File: src/rtl/msg_seq_pkg.sv
// Package: shared state encoding and synchroniser bit positions for the
// message record/playback sequencer. Assumes nothing beyond 1800-2017.
package msg_seq_pkg;

    typedef enum logic [1:0] {
        ST_IDLE = 2'd0,
        ST_REC  = 2'd1,
        ST_PLAY = 2'd2,
        ST_OVF  = 2'd3
    } seq_state_e;

    // bit positions inside the synchronised control vector
    localparam int SB_CE_N  = 0;
    localparam int SB_PD    = 1;
    localparam int SB_PR    = 2;
    localparam int SB_TICK  = 3;
    localparam int SB_LOWV  = 4;
    localparam int SB_PB    = 5;
    localparam int SB_COUNT = 6;

endpackage

File: src/rtl/msg_sync.sv
// Module: multi-bit flip-flop synchroniser for asynchronous control levels.
// Assumes each bit is an independent level; no bus coherence is implied.
module msg_sync #(
    parameter int              WIDTH   = 6,
    parameter int              STAGES  = 2,
    parameter logic [WIDTH-1:0] RST_VAL = '0
) (
    input  logic             clk,
    input  logic             rst_n,
    input  logic [WIDTH-1:0] d,
    output logic [WIDTH-1:0] q
);

    logic [WIDTH-1:0] stg [STAGES];

    // shift the raw inputs through the synchroniser chain
    always_ff @(posedge clk) begin
        if (!rst_n) begin
            for (int i = 0; i < STAGES; i++) stg[i] <= RST_VAL;
        end else begin
            stg[0] <= d;
            for (int i = 1; i < STAGES; i++) stg[i] <= stg[i-1];
        end
    end

    assign q = stg[STAGES-1];

endmodule

File: src/rtl/msg_pulse.sv
// Module: fixed-length pulse stretcher. A one-cycle trigger yields LEN
// cycles of 'active', starting the cycle after the trigger. Retrigger restarts.
module msg_pulse #(
    parameter int LEN = 4
) (
    input  logic clk,
    input  logic rst_n,
    input  logic trig,
    output logic active
);

    localparam int CW = $clog2(LEN + 1);

    logic [CW-1:0] cnt_q;

    // load on trigger, count down to zero otherwise
    always_ff @(posedge clk) begin
        if (!rst_n)              cnt_q <= '0;
        else if (trig)           cnt_q <= CW'(LEN);
        else if (cnt_q != '0)    cnt_q <= cnt_q - 1'b1;
    end

    assign active = (cnt_q != '0);

    AST_PULSE_START: assert property (@(posedge clk) disable iff (!rst_n)
        trig |=> active);

endmodule

File: src/rtl/msg_seq_ctrl.sv
// Module: sequencing core. Holds the segment pointer and the cycle state,
// decodes chip-enable and tick edges, and drives the marker write port.
// Assumes all inputs except addr_in and mark_rdata are already synchronised;
// addr_in is stable around the chip-enable fall; mark_rdata is combinational.
module msg_seq_ctrl
    import msg_seq_pkg::*;
#(
    parameter int SEGMENTS = 600,
    parameter int ADDR_W   = 10
) (
    input  logic              clk,
    input  logic              rst_n,
    input  logic              ce_n_s,
    input  logic              pd_s,
    input  logic              pr_s,
    input  logic              tick_s,
    input  logic              lowv_s,
    input  logic              pb_s,
    input  logic [ADDR_W-1:0] addr_in,
    input  logic              mark_rdata,
    output logic [ADDR_W-1:0] ptr,
    output logic              mark_we,
    output logic              mark_wdata,
    output logic              eom_trig,
    output logic              ovf_trig,
    output seq_state_e        state
);

    localparam logic [ADDR_W-1:0] LAST = ADDR_W'(SEGMENTS - 1);

    seq_state_e        st_q, st_d;
    logic [ADDR_W-1:0] ptr_q, ptr_d;
    logic              ce_prev_q, tick_prev_q;
    logic              ce_fall, tick_rise, at_end;

    // remember last synchronised levels for edge detection
    always_ff @(posedge clk) begin
        if (!rst_n) begin
            ce_prev_q   <= 1'b1;
            tick_prev_q <= 1'b0;
        end else begin
            ce_prev_q   <= ce_n_s;
            tick_prev_q <= tick_s;
        end
    end

    assign ce_fall   = ce_prev_q & ~ce_n_s;
    assign tick_rise = tick_s & ~tick_prev_q;
    assign at_end    = (ptr_q >= LAST);

    // next-state, pointer and marker-port decode
    always_comb begin
        st_d       = st_q;
        ptr_d      = ptr_q;
        mark_we    = 1'b0;
        mark_wdata = 1'b0;
        eom_trig   = 1'b0;
        ovf_trig   = 1'b0;
        if (pd_s) begin
            if (st_q == ST_REC) begin
                mark_we    = 1'b1;
                mark_wdata = 1'b1;
            end
            st_d  = ST_IDLE;
            ptr_d = '0;
        end else begin
            unique case (st_q)
                ST_IDLE: begin
                    if (ce_fall) begin
                        if (pr_s) begin
                            st_d  = ST_PLAY;
                            ptr_d = addr_in;
                        end else if (!lowv_s) begin
                            st_d  = ST_REC;
                            ptr_d = addr_in;
                        end
                    end
                end
                ST_REC: begin
                    if (ce_n_s) begin
                        mark_we    = 1'b1;
                        mark_wdata = 1'b1;
                        st_d       = ST_IDLE;
                    end else if (tick_rise) begin
                        if (at_end) begin
                            st_d     = ST_OVF;
                            ovf_trig = 1'b1;
                        end else begin
                            mark_we = 1'b1;
                            ptr_d   = ptr_q + 1'b1;
                        end
                    end
                end
                ST_PLAY: begin
                    if (tick_rise) begin
                        if (mark_rdata) eom_trig = 1'b1;
                        if (mark_rdata && (pb_s || ce_n_s)) begin
                            st_d = ST_IDLE;
                        end else if (at_end) begin
                            st_d     = ST_OVF;
                            ovf_trig = 1'b1;
                        end else begin
                            ptr_d = ptr_q + 1'b1;
                        end
                    end
                end
                ST_OVF: begin
                    st_d = ST_OVF;
                end
                default: st_d = ST_IDLE;
            endcase
        end
    end

    // state and pointer registers
    always_ff @(posedge clk) begin
        if (!rst_n) begin
            st_q  <= ST_IDLE;
            ptr_q <= '0;
        end else begin
            st_q  <= st_d;
            ptr_q <= ptr_d;
        end
    end

    assign ptr   = ptr_q;
    assign state = st_q;

    AST_PTR_STEP: assert property (@(posedge clk) disable iff (!rst_n)
        (st_q != ST_IDLE && !pd_s) |=> (ptr_q == $past(ptr_q) || ptr_q == $past(ptr_q) + 1'b1));

    AST_MARK_ENDS_REC: assert property (@(posedge clk) disable iff (!rst_n)
        (mark_we && mark_wdata) |=> (st_q != ST_REC));

    AST_OVF_HOLD: assert property (@(posedge clk) disable iff (!rst_n)
        (st_q == ST_OVF && !pd_s) |=> (st_q == ST_OVF));

    AST_PD_HOME: assert property (@(posedge clk) disable iff (!rst_n)
        pd_s |=> (ptr_q == '0 && st_q == ST_IDLE));

    AST_NO_REC_LOWV: assert property (@(posedge clk) disable iff (!rst_n)
        (st_q == ST_IDLE && lowv_s) |=> (st_q != ST_REC));

endmodule

File: src/rtl/msg_seq_top.sv
// Module: message record/playback sequencer top. Synchronises the control
// inputs, runs the sequencing core, stretches end-of-message and overflow
// pulses and muxes the output pins. Assumes SEGMENTS <= 2**ADDR_W and
// a combinational marker array read at mark_addr.
module msg_seq_top
    import msg_seq_pkg::*;
#(
    parameter int SEGMENTS    = 600,
    parameter int ADDR_W      = 10,
    parameter int PULSE_CYC   = 4,
    parameter int SYNC_STAGES = 2
) (
    input  logic              clk,
    input  logic              rst_n,
    input  logic              ce_n,
    input  logic              pd,
    input  logic              play_nrec,
    input  logic [ADDR_W-1:0] addr_in,
    input  logic              seg_tick,
    input  logic              low_vdd,
    input  logic              pb_mode,
    output logic              eom_run,
    output logic              ovf_n,
    output logic [ADDR_W-1:0] mark_addr,
    output logic              mark_we,
    output logic              mark_wdata,
    input  logic              mark_rdata
);

    localparam logic [SB_COUNT-1:0] SYNC_RST = SB_COUNT'(1) << SB_CE_N;

    logic [SB_COUNT-1:0] raw_v, syn_v;
    logic                eom_trig, ovf_trig, eom_act, ovf_act, running;
    seq_state_e          state;

    assign raw_v[SB_CE_N] = ce_n;
    assign raw_v[SB_PD]   = pd;
    assign raw_v[SB_PR]   = play_nrec;
    assign raw_v[SB_TICK] = seg_tick;
    assign raw_v[SB_LOWV] = low_vdd;
    assign raw_v[SB_PB]   = pb_mode;

    msg_sync #(
        .WIDTH   (SB_COUNT),
        .STAGES  (SYNC_STAGES),
        .RST_VAL (SYNC_RST)
    ) u_sync (
        .clk   (clk),
        .rst_n (rst_n),
        .d     (raw_v),
        .q     (syn_v)
    );

    msg_seq_ctrl #(
        .SEGMENTS (SEGMENTS),
        .ADDR_W   (ADDR_W)
    ) u_ctrl (
        .clk        (clk),
        .rst_n      (rst_n),
        .ce_n_s     (syn_v[SB_CE_N]),
        .pd_s       (syn_v[SB_PD]),
        .pr_s       (syn_v[SB_PR]),
        .tick_s     (syn_v[SB_TICK]),
        .lowv_s     (syn_v[SB_LOWV]),
        .pb_s       (syn_v[SB_PB]),
        .addr_in    (addr_in),
        .mark_rdata (mark_rdata),
        .ptr        (mark_addr),
        .mark_we    (mark_we),
        .mark_wdata (mark_wdata),
        .eom_trig   (eom_trig),
        .ovf_trig   (ovf_trig),
        .state      (state)
    );

    msg_pulse #(.LEN(PULSE_CYC)) u_eom_pulse (
        .clk    (clk),
        .rst_n  (rst_n),
        .trig   (eom_trig),
        .active (eom_act)
    );

    msg_pulse #(.LEN(PULSE_CYC)) u_ovf_pulse (
        .clk    (clk),
        .rst_n  (rst_n),
        .trig   (ovf_trig),
        .active (ovf_act)
    );

    assign running = (state == ST_REC) || (state == ST_PLAY);

    // end-of-message pin: low-supply hold, run level, or stretched pulse
    always_comb begin
        if (syn_v[SB_LOWV])     eom_run = 1'b0;
        else if (syn_v[SB_PB])  eom_run = running;
        else                    eom_run = ~eom_act;
    end

    // overflow pin: pulse first, then echo of chip-enable until power-down
    always_comb begin
        if (state == ST_OVF)    ovf_n = ovf_act ? 1'b0 : syn_v[SB_CE_N];
        else                    ovf_n = 1'b1;
    end

    AST_OVF_PIN_IDLE: assert property (@(posedge clk) disable iff (!rst_n)
        syn_v[SB_PD] |=> ovf_n);

endmodule

File: config.mk
export PLATFORM = sky130hd
export DESIGN_NAME = msg_seq_top
export DESIGN_NICKNAME = d
export VERILOG_FILES = /design/src/rtl/msg_seq_pkg.sv /design/src/rtl/msg_sync.sv /design/src/rtl/msg_pulse.sv /design/src/rtl/msg_seq_ctrl.sv /design/src/rtl/msg_seq_top.sv
export SDC_FILE = /design/constraint.sdc
export NUM_CORES = 1
export LEC_CHECK = 0
export ABC_AREA = 1
export BUFFER_PORTS_ARGS = -buffer_cell sky130_fd_sc_hd__buf_2
export CAP_MARGIN = 5
export CORE_MARGIN = 8
export CORE_UTILIZATION = 28
export CTS_CLUSTER_SIZE = 28
export DETAILED_ROUTE_END_ITERATION = 7
export PLACE_DENSITY_LB_ADDON = 0.12
export RECOVER_POWER = 50
export SLEW_MARGIN = 10
export SYNTH_ARGS = -nofsm -noshare
export SYNTH_HDL_FRONTEND = slang
export SYNTH_SLANG_ARGS = --single-unit
File: constraint.sdc
create_clock -name clk -period 2.4 [get_ports clk]
set_input_delay 0.48 -clock clk [delete_from_list [all_inputs] [get_ports clk]]
set_output_delay 0.48 -clock clk [all_outputs]
set_load 0.01 [all_outputs]
# Yosys cells after proc, flatten, opt, wreduce, memory -nomap -nowiden
# Memory sizes are Yosys's and may differ from the RTL's.
# Cells that the tools add are included.
[word_totals]
register_bits = 20
ram_bits = 12
inputBits = 19
output_inout_bits = 14
wordCells = 95
n_memories = 1
[classes]
add_sub_neg = 3
magnitude_cmp = 1
n_eq_ne = 10
n_mux = 50
bitwise_logic = 8
n_reduce_logical = 14
[memory_table]
columns = ["memory", "depth", "width", "rd", "rd_ports_with_merged_regs", "wr", "line", "text"]
rows = [
  ["u_sync.stg", 2, 6, 2, 0, 2, "msg_sync.sv:14", "logic [WIDTH-1:0] stg [STAGES];"],
]
[ops]
columns = ["cell", "count"]
rows = [
  ["10-bit two-way mux", 8],
  ["10-bit one-hot mux with 3 select lines", 1],
  ["1-bit two-way mux", 25],
  ["2-bit two-way mux", 8],
  ["3-bit two-way mux", 4],
  ["6-bit two-way mux", 2],
  ["10-bit by 1-bit adder with 10-bit output, second input constant", 1],
  ["10-bit >= comparator, second input constant", 1],
  ["3-bit nonzero test", 3],
  ["2-bit one-hot mux with 4 select lines", 1],
  ["7-bit AND reduction", 1],
  ["2-bit by 1-bit != test with 1-bit output, second input constant", 3],
  ["2-bit OR reduction", 3],
  ["3-bit by 1-bit subtractor with 3-bit output, second input constant", 2],
  ["2-bit equality test, second input constant", 2],
  ["2-bit != test, second input constant", 2],
  ["1-bit inverter", 4],
  ["4-bit AND reduction", 1],
  ["2-bit nonzero test", 2],
  ["3-bit by 2-bit != test with 1-bit output, second input constant", 1],
  ["3-bit != test, second input constant", 1],
  ["1-bit AND", 2],
  ["2-bit by 1-bit equality test with 1-bit output, second input constant", 1],
  ["2-bit zero test", 1],
  ["other kinds (4)", 6],
]

# Depth between registers and ports, before layout
# Gate-level depths: netlist of run 1.
[logic_depth]
word_depth = 7
depth_mapped = 13
ltp_nobuf = 13

# Cells and area by module
# Synthesis of run 1 repeated with hierarchy kept, for this count alone.
[hier_totals]
cells_unflattened = 302
area_unflattened_um2 = 1899.3
[modules_own_cells]
columns = ["mod", "instances", "cells_per_inst", "area_per_inst_um2", "seq_area_each_um2"]
rows = [
  ["msg_seq_ctrl", 1, 196, 1111.1, 280.3],
  ["msg_sync", 1, 43, 386.6, 240.2],
  ["msg_pulse", 2, 27, 178.9, 60.1],
  ["msg_seq_top", 1, 9, 43.8, 0.0],
]

# Least setup slack after synthesis of run 1
# No wires, ideal clock.
[synth_timing]
path_kind = "register to output"
from = "register u_ctrl.st_q[0] (netlist: u_ctrl.state[0])"
to = "output eom_run"
t_arrival_ps = 1368
required_ps = 1920
setup_slack_ps = 552
stages_incl_launch_ff = 7
path_buffers = 2
cell_sequence = "dfxtp_1 > inv_1 > ha_1 > buf_4 > inv_1 > buf_2 > a211oi_1"
[synth_via]
elab_chain_cells = 4
elab_cells_between_ends = 5
classes_between = "2 x eq/ne; 2 x mux; 1 x reduce/logical"
[synth_lines]
columns = ["item", "line", "text"]
rows = [
  ["start, declared", "msg_seq_ctrl.sv:31", "seq_state_e st_q, st_d;"],
  ["start signal, assigned", "msg_seq_ctrl.sv:121", "st_q <= st_d;"],
  ["2-bit by 1-bit equality test with 1-bit output or 2-bit equality test (tied branches)", "msg_seq_top.sv:90", "assign running = (state == ST_REC) || (state == ST_PLAY);"],
  ["1-bit logical OR *", "msg_seq_top.sv:90", ""],
  ["1-bit two-way mux *", "msg_seq_top.sv:95", "else if (syn_v[SB_PB]) eom_run = running;"],
  ["1-bit two-way mux *", "msg_seq_top.sv:94", "if (syn_v[SB_LOWV]) eom_run = 1'b0;"],
  ["end, declared", "msg_seq_top.sv:22", "output logic eom_run,"],
]
# Mark *: on every way between the ends. The rest lies on a longest branch, timed or not.

# Worst setup path in the final report of run 1
# Ends and elaborated chain as after synthesis.

==> metrics.yaml, run 1 <==
power_and_ir_drop:
  switchingPower_mw: 0.849
  vdd_drop_max_uv: 373
  power.clock.fraction_pct: 24.9
  total_leakage_power_nw: 1.12
  pwr-share-comb_pct: 39.2
  intPower_mw: 1.27
  p_per_area_nw_per_um2: 992
  power_frac_seq_pct: 35.9
  swShare_pct: 40.1
die:
  die_w_um: 95.6
  core_sq_um: 6240
  rows: 29
  die_area_sq_um: 9140
  initial_core_util_pct: 28.4
  ioPinCount: 33
  die_height_um: 95.6
cts:
  cts_tree: "built"
  cts_setup_buffers: 0
  hold_buffers: 0
  post_cts_resized: 0
  htreeDepth: 2
  cts-root-buf: "clkbuf_8"
  clk_pin_slew_ns: 0.07
  clkLatencyLatePin_ns: 0.29
  cts_sinks: 32
  clockBufferDepth: 2
  cts_buffers: 5
worst_setup_path:
  crit_path_cell_trace: "inv_1 -> ha_1 -> inv_1 -> a211oi_1 -> buf_2"
  critPathKind: "flip-flop to output pin"
  start_kind: "flip-flop"
  crit_buf_inv: 3
  slowest_delay_ns: 0.44
  slowest_stage: "ha_1"
  path_max_fanout: 7
  end_kind: "output pin"
  worst-endpoint-arrival_ns: 1.64
  crit_required_ns: 1.92
  crit_top_cell: "inv_1"
  cp_top_family: "adder cells"
sta:
  finalCritPeriodShare_pct: 88.3
  hold_viol_final: 0
  maxSlewHeadroom_pct: 58.8
  setup_tns_ns: 0
  skew_ns: 0.00840
  tightest_slew_ns: 0.617
  rsz0062_at_grt: "no"
  setup_viol: 0
  layout_min_cycle_time_ns: 2.12
  slew_violations: 0
  timing.fmax_ghz: 0.472
synthesis:
  synth.avg_cell_area_sq_um: 6.60
  synthFlopType: "dfxtp_1"
  async_reset_ff_share_pct: 0
  syn_nets: 299
  ys_ff_latch: 32
  synth_area_leaders: "dfxtp_1 (36%), nand2_1 (19%), inv_1 (9.1%), ha_1 (7.8%), nor2_1 (5.1%)"
  synth_edf_count: 0
  synth_area_sq_um: 1770
  yosys.area.top_type_share_pct: 36.1
  yosys.area.top_type: "dfxtp_1"
  ys_seq_area_share_pct: 36.1
  post_synth_num_cell_types: 25
  synthCells: 269
  yosysWarnings: 0
routing:
  ant_nets: 0
  wl_mm: 4.32
  drc: 0
  routedWlPerCell_um: 11.2
  drt_iter0_drc: 105
  viasPerCell: 4.36
  num_vias: 1680
  first_pass_iters: 4
place:
  post-dp-hpwl_mm: 3.32
  place_congestion: 0.773
  placedCellCount: 377
  io_buffers: 32
grt:
  grt_pass1_vias: 1639
  grt_antenna_before_repair: 0
  grt_pass1_wl_mm: 7.42
  grt_max_degree: 16
  track_usage_pct: 10.3
  overflow: 0
final_layout:
  area_delta_synth_final_pct: 20.4
  final_cell_mix: "nand2_1 (90), inv_1 (43), dfxtp_1 (32), buf_2 (25), nor2_1 (24)"
  layout-drive-gt1-share_pct: 15.3
  antenna_cells: 0
  final_common_cell: "nand2_1"
  fin_cells: 385
  layout.nets: 337
run_status:
  status: "completed"
hold_path:
  hold_path.class: "input pin to flip-flop"
job:
  drv_cap: 0
-- stage by stage --
| step | hold WS, ns | setup slack (ns) | utilization [%] | total power, mW | area [sq um] |
|---|---|---|---|---|---|
| global route | 0.359 | 0.143 | 34.2 | 2.33 | 2140 |
| floorplan | 0.390 | 0.552 | - | 1.37 | 1770 |
| finish | 0.368 | 0.281 | 34.2 | 2.12 | 2140 |
| global placement | 0.395 | 0.630 | 32.6 | 1.63 | 2030 |
| detailed placement | 0.396 | 0.562 | 32.6 | 1.62 | 2030 |
| CTS | 0.361 | 0.225 | 34.4 | 2.16 | 2140 |
-- metal layers --
| metal | GRT usage [%] | share of wire (%) |
|---|---|---|
| met1 | 12.8 | 49 |
| met2 | 15.9 | 44 |
| met3 | 3.31 | 6.4 |
| met4 | 4.61 | 1.3 |
| met5 | 0 | 0 |
-- layout make-up --
class	instances	area [sq um]
inverters	46	173
repair buffers	35	174
flip-flops and latches	32	641
clock inverters	3	42.5
fillers	725	4110
well taps	77	96.3
multi-input cells	187	941
clock buffers	5	68.8
-- cells by family after synthesis --
logic type / synth area share (%)
buffers and inverters: 10.9
flip-flops: 36.1
AND/OR/NAND/NOR: 34.1
AO/OA/AOI/OAI: 10.2
XOR/XNOR: 0.987
adder cells (fa/ha/maj): 7.76
-- synthesized netlist by cell type, types with 2 or more instances --
library cell	n
inv_2	3
o21ai_1	2
clkbuf_1	2
xor2_1	2
nand2_1	90
nand3_1	17
o21ai_0	7
dfxtp_1	32
o21bai_1	3
inv_1	43
nand4_1	4
a21oi_1	15
nor2_1	24
nand2_4	3
or2_2	2
ha_1	11
-- state kept, by name, summed over array words and instances, names as in the netlist --
name	count
u_ctrl.ce_prev_q	1
u_ovf_pulse.cnt_q	3
u_ctrl.tick_prev_q	1
u_sync.stg	12
u_ctrl.ptr	10
u_eom_pulse.cnt_q	3
u_ctrl.state	2
-- worst paths after layout --
kind	from	endpoint	slack (ns)	cells after the start
setup reg to reg	u_ctrl.state[0]$_SDFFE_PP0P_	u_ctrl.ptr[8]$_SDFFE_PP0P_	0.67	7
hold reg to reg	u_sync.stg[0][2]$_SDFF_PN0_	u_sync.stg[0][8]$_SDFF_PN0_	0.41	2
setup / recovery	u_ctrl.state[0]$_SDFFE_PP0P_	eom_run	0.28	5
hold / removal	low_vdd	u_sync.stg[0][4]$_SDFF_PN0_	0.37	3
-- power by group through the flow --
stage | clock network (mW) | logic, mW | registers (mW)
floorplan | 0 | 0.598 | 0.772
finish | 0.527 | 0.831 | 0.761
CTS | 0.546 | 0.855 | 0.761
detailed placement | 0 | 0.852 | 0.773
global route | 0.569 | 0.977 | 0.785
global placement | 0 | 0.854 | 0.775
-- worst register-to-register path: cells and delay by family (launching register included) --
family / cells / cell delay, ns
buffers and inverters: 2 / 0.32
adder cells (fa/ha/maj): 1 / 0.41
AO/OA/AOI/OAI: 1 / 0.33
flip-flops: 1 / 0.36
AND/OR/NAND/NOR: 3 / 0.20
(Power assumes the default switching activity.)
==> inputs of run 2 (changes only) <==
==> constraint.sdc (replaced) <==
create_clock -name clk -period 2.7 [get_ports clk]
set_input_delay 0.54 -clock clk [delete_from_list [all_inputs] [get_ports clk]]
set_output_delay 0.54 -clock clk [all_outputs]
set_load 0.01 [all_outputs]
==> run 2 against run 1 <==
Against the previous run:
- non-clock buffer count fell by 1
- register-to-register slack improved by 0.33 ns
- critical path depth did not move
- first-iteration DRC count fell by 33%
- global-route usage fell by 0.21 points
- sequential power fell by 11%
- wire length fell by 0.93%
- sequential cell count did not move
- highest routed layer unchanged
- via count fell by 0.83%
- clock power fell by 15%
==> metrics.yaml, run 2 (synthesis gave the netlist of run 1 again) <==
run_status:
  status: "completed"  # unchanged
sta:
  timing.fmax_ghz: 0.463
  whs_ns: 0.413  # was 0.368 ns
  setup_viol: 0  # unchanged
  maxSlewHeadroom_pct: 58.6  # was 58.8%
  rsz0062_at_grt: "no"  # unchanged
  hold_viol_final: 0  # unchanged
  skew_ns: 0.00513  # was 0.00840 ns
  finalCritPeriodShare_pct: 80.0
  slew_violations: 0  # unchanged
  worst_slack_ns: 0.540  # was 0.281 ns
  setup_tns_ns: 0  # unchanged
  layout_min_cycle_time_ns: 2.16
  tightest_slew_ns: 0.621  # was 0.617 ns
cts:
  clkLatencyLatePin_ns: 0.28  # was 0.29 ns
  clockBufferDepth: 2  # unchanged
  cts_sinks: 32  # unchanged
  post_cts_resized: 0  # unchanged
  clk_pin_slew_ns: 0.07  # about the same
  cts_tree: "built"  # unchanged
  cts_setup_buffers: 0  # unchanged
  cts-root-buf: "clkbuf_8"  # unchanged
  hold_buffers: 0  # unchanged
  cts_buffers: 5  # unchanged
  htreeDepth: 2  # unchanged
routing:
  viasPerCell: 4.34  # was 4.36
  wl_mm: 4.28  # was 4.32 mm
  drt_iter0_drc: 70  # was 105
  first_pass_iters: 5  # was 4
  ant_nets: 0  # unchanged
  drc: 0  # unchanged
  routedWlPerCell_um: 11.2  # about the same
  num_vias: 1666  # was 1680
hold_path:
  min_path_cells: 2  # was 3
  hold_path.class: "flip-flop to flip-flop"  # was input pin to flip-flop
  min_to: "u_sync.stg[0][8]$_SDFF_PN0_"  # was u_sync.stg[0][4]$_SDFF_PN0_
  holdCritStartpoint: "u_sync.stg[0][2]$_SDFF_PN0_"  # was low_vdd
worst_setup_path:
  reg2reg_depth: 12  # was 7
  reg2reg_from: "u_ctrl.state[0]$_SDFFE_PP0P_"  # unchanged
  worst-endpoint-arrival_ns: 1.62  # was 1.64 ns
  crit_required_ns: 2.16  # was 1.92 ns
  reg2reg_to: "u_ctrl.ptr[8]$_SDFFE_PP0P_"  # unchanged
  end_kind: "output pin"  # unchanged
  start_kind: "flip-flop"  # unchanged
  r2r_slack_ns: 1.00  # was 0.67 ns
  critPathKind: "flip-flop to output pin"  # unchanged
  path_max_fanout: 11  # was 7
grt:
  track_usage_pct: 10.1  # was 10.3%
  grt_pass1_wl_mm: 7.29  # was 7.42 mm
  grt_pass1_vias: 1614  # was 1639
  grt_max_degree: 16  # unchanged
  grt_antenna_before_repair: 0  # unchanged
  overflow: 0  # unchanged
power_and_ir_drop:
  p_per_area_nw_per_um2: 871  # was 992 nW/um^2
  total_leakage_power_nw: 1.11  # was 1.12 nW
  vdd_drop_max_uv: 303  # was 373 uV
final_layout:
  top_register: "u_sync.stg"  # unchanged
  area_delta_synth_final_pct: 19.7  # was 20.4%
  final_area_sq_um: 2120  # was 2140 sq um
  final_common_cell: "nand2_1"  # unchanged
  layout-drive-gt1-share_pct: 14.7  # was 15.3%
  antenna_cells: 0  # unchanged
  final_cell_mix: "nand2_1 (90), inv_1 (43), dfxtp_1 (32), buf_2 (25), nor2_1 (24)"  # unchanged
  largest_reg_flops: 12  # unchanged
  final_core_util_pct: 34.0  # was 34.2%
  layout.nets: 336  # was 337
die:
  rows: 29  # unchanged
  die_area_sq_um: 9140  # unchanged
  initial_core_util_pct: 28.4  # unchanged
  die_w_um: 95.6  # unchanged
  ioPinCount: 33  # unchanged
  die_height_um: 95.6  # unchanged
  core_sq_um: 6240  # unchanged
job:
  drv_cap: 0  # unchanged
place:
  dp_slack_ns: 0.836  # was 0.562 ns
  io_buffers: 32  # unchanged
  place_area_sq_um: 2030  # about the same
  post-dp-hpwl_mm: 3.30  # was 3.32 mm
  place_congestion: 0.762  # was 0.773
## run 2: changes by cell type in the layout (fill, tap and decap cells not counted)
cell	change
buf_4	-1
clkbuf_1	+1
clkinvlp_4	-1
## run 2: worst max-delay path: stages (launching register included)
cell and delay (ns):
dfxtp_1 0.38, inv_1 0.10, ha_1 0.30, inv_1 0.17, a211oi_1 0.24, buf_2 0.17
## run 2: worst max path at each step
stage / end / slack [ns] / cells after the start / from
finish: eom_run / 0.54 / 5 / u_ctrl.state[0]$_SDFFE_PP0P_
detailed placement: eom_run / 0.84 / 5 / u_ctrl.state[0]$_SDFFE_PP0P_
global route: mark_we / 0.40 / 7 / u_ctrl.ptr[0]$_SDFFE_PP0P_
global placement: eom_run / 0.87 / 5 / u_ctrl.state[0]$_SDFFE_PP0P_
floorplan: eom_run / 0.79 / 6 / u_ctrl.state[0]$_SDFFE_PP0P_
CTS: eom_run / 0.50 / 5 / u_ctrl.state[0]$_SDFFE_PP0P_
## run 2: per-stage QoR
stage | instances | total power, mW
floorplan | 269 | 1.22
global placement | 376 | 1.43
detailed placement | 376 | 1.43
CTS | 384 | 1.90
global route | 384 | 2.04
finish | 384 | 1.85
## run 2: report_power, final
| part | switching, mW | internal, mW | total, mW |
|---|---|---|---|
| logic | 0.448 | 0.276 | 0.724 |
| registers | 0.108 | 0.570 | 0.678 |
| clock network | 0.175 | 0.274 | 0.449 |
| total | 0.731 | 1.12 | 1.85 |
## run 2: routing by layer
layer	track usage, %	routed length, um	vias up
met4	4.10	61	0
li1	-	-	902
met2	16.1	1900	32
met1	12.6	2110	727
met5	0	0	-
met3	2.83	208	5
## run 2: area by class of cell
class                           instances  area (sq um)
Multi-Input combinational cell        187           941
Tap cell                               77          96.3
Inverter                               46           173
Clock buffer                            6          72.6
Timing Repair Buffer                   34           166
Clock inverter                          2          35.0
Sequential cell                        32           641
Fill cell                             723          4120
